**src/rtl/codebank_map.sv**
```systemverilog
module codebank_map #(
  parameter int PAGE_BITS = 4
) (
  input  logic                 clk,
  input  logic                 rst_n,
  input  logic                 fetch_strobe_n,
  input  logic                 cpu_addr_hi,
  input  logic [PAGE_BITS-1:0] page_sel,
  output logic [PAGE_BITS-1:0] mem_page
);

  localparam logic [PAGE_BITS-1:0] COMMON_PAGE = '0;

  logic                 strobe_q;
  logic                 release_evt;
  logic [PAGE_BITS-1:0] bank_q;

  assign release_evt = fetch_strobe_n & ~strobe_q;

  always_ff @(posedge clk or negedge rst_n) begin
    if (!rst_n) begin
      strobe_q <= 1'b1;
      bank_q   <= COMMON_PAGE;
    end else begin
      strobe_q <= fetch_strobe_n;
      if (release_evt) bank_q <= page_sel;
    end
  end

  assign mem_page = cpu_addr_hi ? bank_q : COMMON_PAGE;

  a_r1_reset_clears: assert property (@(posedge clk)
    !rst_n |=> bank_q == COMMON_PAGE);

  a_r2_low_half_common: assert property (@(posedge clk) disable iff (!rst_n)
    !cpu_addr_hi |-> mem_page == COMMON_PAGE);

  a_r3_upper_follows_bank: assert property (@(posedge clk) disable iff (!rst_n)
    cpu_addr_hi |-> mem_page == bank_q);

  a_r4_hold_without_release: assert property (@(posedge clk) disable iff (!rst_n)
    !(fetch_strobe_n && !strobe_q) |=> $stable(bank_q));

  a_r5_capture_on_release: assert property (@(posedge clk) disable iff (!rst_n)
    (fetch_strobe_n && !strobe_q) |=> bank_q == $past(page_sel));

  a_r7_fall_no_capture: assert property (@(posedge clk) disable iff (!rst_n)
    $fell(fetch_strobe_n) |=> $stable(bank_q));

endmodule

```
**config.mk**
```make
export PLATFORM = sky130hd
export DESIGN_NAME = codebank_map
export DESIGN_NICKNAME = d
export VERILOG_FILES = /design/src/rtl/codebank_map.sv
export SDC_FILE = /design/constraint.sdc
export NUM_CORES = 1
export LEC_CHECK = 0
export BUFFER_PORTS_ARGS = -buffer_cell sky130_fd_sc_hd__buf_2
export CAP_MARGIN = 20
export CORE_AREA = 2 2 39 41
export CTS_CLUSTER_SIZE = 8
export DETAILED_ROUTE_END_ITERATION = 8
export DIE_AREA = 0 0 41 43
export PLACE_DENSITY = 0.46
export SLEW_MARGIN = 10
export SYNTH_ARGS = -nofsm -noshare
export SYNTH_HDL_FRONTEND = slang
export SYNTH_SLANG_ARGS = --single-unit
```
**constraint.sdc**
```tcl
create_clock -name clk -period 1.4 [get_ports clk]
set_input_delay 0.07 -clock clk [delete_from_list [all_inputs] [get_ports clk]]
set_output_delay 0.07 -clock clk [all_outputs]
set_load 0.005 [all_outputs]
```
[Yosys cells after proc, flatten, opt, wreduce, memory -nomap -nowiden]
Cells that the tools add are included.
Cells by class
  add/sub/neg operators: 0
  multiply operators: 0
  divide/modulo/power cells: 0
  order comparisons: 0
  equality and inequality tests: 0
  shift operators: 0
  muxes and demuxes: 1
  bitwise gates (word level): 2
  reductions and logical operators: 0
Operator list (count)
  two-way mux 4 bit: 1
  AND 1 bit: 1
  NOT 1 bit: 1
Word-level totals
  bits in registers: 5
  bits in latches: 0
  RAM bits: 0
  memory bits (read-only): 0
  input port bits: 8
  output and inout port bits: 4
  memories: 0

[Depth between registers and ports, before layout]
Gate-level depths: netlist (run 1).
  depth after elaboration: 2
  depth in mapped cells: 2
  depth with buffers taken out: 2

[Worst setup path after synthesis (run 1)]
No wires, ideal clock.
  kind: register to register
  start: reg strobe_q
  end: reg bank_q[0]
  library setup time: 0.125 ns
  data arrival time: 0.854 ns
  path slack: 0.421 ns
  stages on the path, launching flop included: 3
  buffers on the path: 0
  period minus slack after synthesis: 0.979 ns
  cells stage by stage: dfstp_2 -> nor2b_4 -> mux2_4
Between the ends
  word-level cells in the longest chain between the ends: 2
RTL lines
  start: declaration: line 14  | logic strobe_q;
  start signal: assignment: line 25  | strobe_q <= fetch_strobe_n;
  NOT 1 bit: line 18  | assign release_evt = fetch_strobe_n & ~strobe_q;
  AND 1 bit: line 18
  end signal: assignment: line 26  | if (release_evt) bank_q <= page_sel;
  end: declaration: line 16  | logic [PAGE_BITS-1:0] bank_q;
No other way between the ends.
A chain may end at the register's enable or synchronous reset.

[Worst setup path after layout (run 1)]
  start: in fetch_strobe_n
  end: reg bank_q[2]
Between the ends
  word-level cells in the longest chain between the ends: 1
RTL lines
  start: declaration: line 6  | input logic fetch_strobe_n,
  AND 1 bit: line 18
No other way between the ends.

==> results.yml, run 1 <==
sta:
  setup_viol: 0
  maxSlewHeadroom: 0.883
  finalMaxSlewViolations: 0
  final-hold-violation-count: 0
  rsz0062_at_grt: "false"
  fin_crit_sh: 0.794
  fin_skew_ps: 5.21
  worst_pin_slew_ps: 175
  period_needed_ps: 1110
  fin_ws_ps: 288
  fmax_mhz: 899
  tns_ps: 0
hold_path:
  min_to: "bank_q[1]"
  hold_class: "in2reg"
  holdPathStages: 2
  hp-start: "page_sel[1]"
logic_synthesis:
  synth_cell_type_count: 5
  synth_ff_type: "dfrtp_1"
  avgSynthCellArea_sq_um: 16.1
  synth.ff_latch_count: 5
  synth_area_leaders: "dfrtp_1 (44%), mux2_4 (27%), dfstp_2 (12%)"
  synth_top_area_cell: "dfrtp_1"
  yosysWarnings: 0
  syn_area_sq_um: 225
  synth_cells: 14
  yosys-top-cells-count: "and2_1 (4), dfrtp_1 (4), mux2_4 (4)"
  synth_fp_nets: 22
  yosysTopAreaCellShare: 0.444
  seq_area_frac_synth: 0.561
  synth-edff-count: 0
  ys_async_sr_fraction: 1.00
floorplanning:
  rows: 14
  die_area_sq_um: 1760
  io_pins: 12
  core_area_sq_um: 1380
  start_util: 0.163
  dieWidth_um: 41
  fp.dieH_um: 43
layout:
  antenna_cells: 0
  finalNonFillerCells: 47
  layout-drive-gt1-share: 0.645
  syn2layout_area_growth_pct: 53.9
  nNetsFinal: 40
  fill_cells: 151
placement:
  pre_cts_ws_ps: 405
  io_buffers: 11
  place.gp.congestion: 0.599
  dp_cells: 41
worst_setup_path:
  setup.worst_path.end_class: "flip-flop"
  worstPathRequired_ps: 1520
  worstSetupPathType: "in2reg"
  r2r_cells: 2
  rr_startpoint: "strobe_q"
  max_stage_delay_ps: 520
  critPathSlowestCell: "dlygate4sd3_1"
  path_cells: "dlygate4sd3_1 > buf_2 > nor2b_4 > mux2_4"
  crit_buf_inv: 2
  cp_top_family: "buffers and inverters"
  critical_path.max_fanout: 4
  arrival_ps: 1230
  r2r-end: "bank_q[2]"
  startpoint_type: "primary input"
  r2r_slack_ps: 400
route:
  route.detailed.drc: 0
  vias_per_cell: 3.40
  vias: 160
  ant_nets: 0
  drt-wirelength-per-cell_um: 8.64
  drtPass1Iterations: 2
  wl_um: 406
  detail_route.iter0.violations: 1
global_route:
  grt_first_pass_wirelength_um: 662
  grt_pass1_vias: 163
  grt_antenna_before_repair: 0
  grt_overflow: 0
  grt_use_total: 0.0648
  grt_max_degree: 6
pwr:
  ir_worst_vdd_mv: 0.488
  power_density_nw_per_um2: 1180
  power.switching_uw: 88.1
  p_leak_uw: 0.000175
  switching_share: 0.215
  seq_power_share: 0.426
  intPower_uw: 322
  p_clk_frac: 0.405
  combPwrFrac: 0.169
  power.total_uw: 410
clocking:
  htree_levels: 1
  cts_made_buffers: 3
  clkSlewWorstSetupHoldPaths_ps: 50
  cts_max_path_buffers: 2
  cts-root-buf: "clkbuf_4"
  hold_buffers: 2
  post-cts-setup-buffers: 0
  cts_sinks: 5
  ctsResizeCount: 0
  clkLatencyLatePin_ps: 240
  cts_tree: "built"
status:
  outcome: "finished, final reports clean"
run:
  timing.max_cap.violations: 0
worst reg2reg max path, stage by stage, from the launching register on:
cell and delay (ps):
dfstp_2 530, nor2b_4 60, mux2_4 290
power groups by stage:
| stage | clock (uW) | sequential (uW) | combinational, uW |
|---|---|---|---|
| final | 166 | 175 | 69.3 |
| after global routing | 189 | 178 | 78.5 |
| after CTS | 177 | 176 | 70.5 |
| after detailed placement | 0 | 177 | 66.0 |
| after global placement | 0 | 176 | 66.1 |
| after floorplan | 0 | 173 | 41.5 |
kinds of logic after synthesis:
kind of cell | synth area share
simple gates | 0.172
flops | 0.561
mux | 0.267
flip-flops by register name, indices dropped and copies added, names as in the netlist:
name / count
bank_q: 4
strobe_q: 1
how the worst max path moves through the flow:
stage	from	slack, ps	endpoint	cells past startpoint
after floorplan	strobe_q	420	bank_q[0]	2
after global placement	strobe_q	410	bank_q[1]	2
after detailed placement	strobe_q	400	bank_q[2]	2
after CTS	fetch_strobe_n	300	bank_q[2]	4
after global routing	fetch_strobe_n	260	bank_q[3]	4
final	fetch_strobe_n	290	bank_q[2]	4
cells in the final DEF, fill, tap and decap left out:
master          n
mux2_4          4
clkbuf_4        3
clkbuf_1        1
buf_2          11
dlygate4sd3_1   2
nor2b_4         1
and2_1          4
dfstp_2         1
dfrtp_1         4
stage by stage:
step	utilization	instance area, sq um	hold WS (ps)
final	0.250	347	58.7
after global routing	0.250	347	54.3
after CTS	0.250	347	48.2
after detailed placement	0.217	300	-111
after global placement	0.217	300	-112
after floorplan	-	225	-226
layout make-up:
class / count / area [sq um] / share of cell area
multi-input cells: 9 / 98.8 / 0.285
well taps: 16 / 20.0 / 0.0578
flip-flops and latches: 5 / 126 / 0.365
clock buffers: 4 / 26.3 / 0.0758
repair buffers: 13 / 75.1 / 0.217
per-layer routing:
layer  wire [um]  vias to the layer above  global-route usage
met1         203                       67              0.0759
met5           0                        -                   0
li1            -                       84                   -
met4           0                        0              0.0600
met3          43                        0              0.0471
met2         158                        9              0.0719
No activity file was read; power rests on OpenSTA's default activity.
==> inputs of run 2 (changes only) <==
--- a/config.mk
+++ b/config.mk
@@ -11,7 +11,7 @@
 export CTS_CLUSTER_SIZE = 8
 export DETAILED_ROUTE_END_ITERATION = 8
 export DIE_AREA = 0 0 41 43
-export PLACE_DENSITY = 0.46
+export PLACE_DENSITY = 0.48
 export SLEW_MARGIN = 10
 export SYNTH_ARGS = -nofsm -noshare
 export SYNTH_HDL_FRONTEND = slang
==> constraint.sdc (replaced) <==
create_clock -name clk -period 1 [get_ports clk]
set_input_delay 0.05 -clock clk [delete_from_list [all_inputs] [get_ports clk]]
set_output_delay 0.05 -clock clk [all_outputs]
set_load 0.005 [all_outputs]
==> results.yml, run 2 (same netlist as run 1, synthesis figures left out) <==
hold_path:
  hold_class: "in2reg"
  holdPathStages: 2
  hp-start: "page_sel[3]"
  min_to: "bank_q[3]"
layout:
  antenna_cells: 0
  final_cell_mix: "buf_2 (11), and2_1 (4), mux2_4 (4), dfrtp_1 (4), clkbuf_4 (3)"
  final_common_cell: "buf_2"
  largest_reg_flops: 4
  largestRegisters: "bank_q (4), strobe_q (1)"
  regMostFlops: "bank_q"
  layout-drive-gt1-share: 0.645
  nNetsFinal: 40
  syn2layout_area_growth_pct: 53.9
  final_cell_area_sq_um: 347
global_route:
  grt_use_total: 0.0629
  grt_overflow: 0
  grt_antenna_before_repair: 0
  grt_max_degree: 6
  grt_pass1_vias: 145
  grt_first_pass_wirelength_um: 641
clocking:
  cts-root-buf: "clkbuf_4"
  cts_made_buffers: 3
  clkSlewWorstSetupHoldPaths_ps: 40
  cts_sinks: 5
  ctsResizeCount: 0
  clkLatencyLatePin_ps: 240
  cts_tree: "built"
  cts_max_path_buffers: 2
  htree_levels: 1
floorplanning:
  io_pins: 12
  fp.dieH_um: 43
  dieWidth_um: 41
  start_util: 0.163
  rows: 14
  core_area_sq_um: 1380
  die_area_sq_um: 1760
worst_setup_path:
  path_cells: "nor2b_4 > mux2_4"
  r2r_slack_ps: 8
  cp_top_family: "flip-flops"
  startpoint_type: "flip-flop"
  critical_path.max_fanout: 4
  max_stage_delay_ps: 530
  cp.depth: 2
  worstPathRequired_ps: 1120
  rr_startpoint: "strobe_q"
  arrival_ps: 1110
  r2r_cells: 2
  r2r-end: "bank_q[2]"
  crit_buf_inv: 0
  setup.worst_path.end_class: "flip-flop"
  critPathSlowestCell: "dfstp_2"
  worstSetupPathType: "reg2reg"
placement:
  io_buffers: 11
  place.gp.congestion: 0.564
  post_dp_cell_area_sq_um: 300
route:
  vias_per_cell: 3.43
  drt-wirelength-per-cell_um: 8.26
  detail_route.iter0.violations: 0
  route.detailed.drc: 0
  drtPass1Iterations: 1
  wl_um: 388
  vias: 161
  ant_nets: 0
pwr:
  p_leak_uw: 0.000175
  power_density_nw_per_um2: 1660
  ir_worst_vdd_mv: 0.571
  power.total_uw: 574
sta:
  finalMaxSlewViolations: 0
  period_needed_ps: 992
  setup_viol: 0
  whs_ps: 39.7
  final-hold-violation-count: 0
  fmax_mhz: 1010
  fin_crit_sh: 0.992
  rsz0062_at_grt: "true"
  worst_pin_slew_ps: 165
  fin_skew_ps: 0.767
  maxSlewHeadroom: 0.890
run:
  timing.max_cap.violations: 0
status:
  outcome: "finished, final reports clean"
## run 2: power breakdown
group / internal, uW / total, uW / switching [uW]
clock: 151 / 231 / 79.8
sequential: 231 / 246 / 15.2
combinational: 69.2 / 97.2 / 28.0
total: 451 / 574 / 123
## run 2: through the flow
step | setup WS, ps | cells | util | setup TNS [ps]
3_3_place_gp | 16.1 | 41 | 0.217 | 0
5_1_grt | -5.58 | 47 | 0.250 | -5.99
6_report | 8.48 | 47 | 0.250 | 0
3_5_place_dp | 8.79 | 41 | 0.217 | 0
2_1_floorplan | 21.0 | 14 | - | 0
4_1_cts | 1.12 | 47 | 0.250 | 0
## run 2: how the worst max path moves through the flow
stage	slack, ps	start	end
after detailed placement	9	strobe_q	bank_q[2]
final	8	strobe_q	bank_q[2]
after CTS	1	strobe_q	bank_q[1]
after global placement	20	strobe_q	bank_q[2]
after floorplan	20	strobe_q	bank_q[0]
after global routing	-6	strobe_q	bank_q[2]
## run 2: metal layers
metal / part of all wire / GRT usage
met4: 0.036 / 0.0800
met5: 0 / 0
met1: 0.51 / 0.0864
met2: 0.29 / 0.0563
met3: 0.16 / 0.0314
## run 2: area by class of cell
class                      count  area (sq um)
clock buffer                   4          26.3
fill                         149          1040
multi-input combinational      9          98.8
sequential                     5           126
tap                           16          20.0
timing repair buffer          13          75.1
## run 2: repair_timing
action                     CTS  global route
setup endpoints to repair    0             2
hold buffers                 2             0
hold endpoints to repair     6             0
setup buffers                0             0
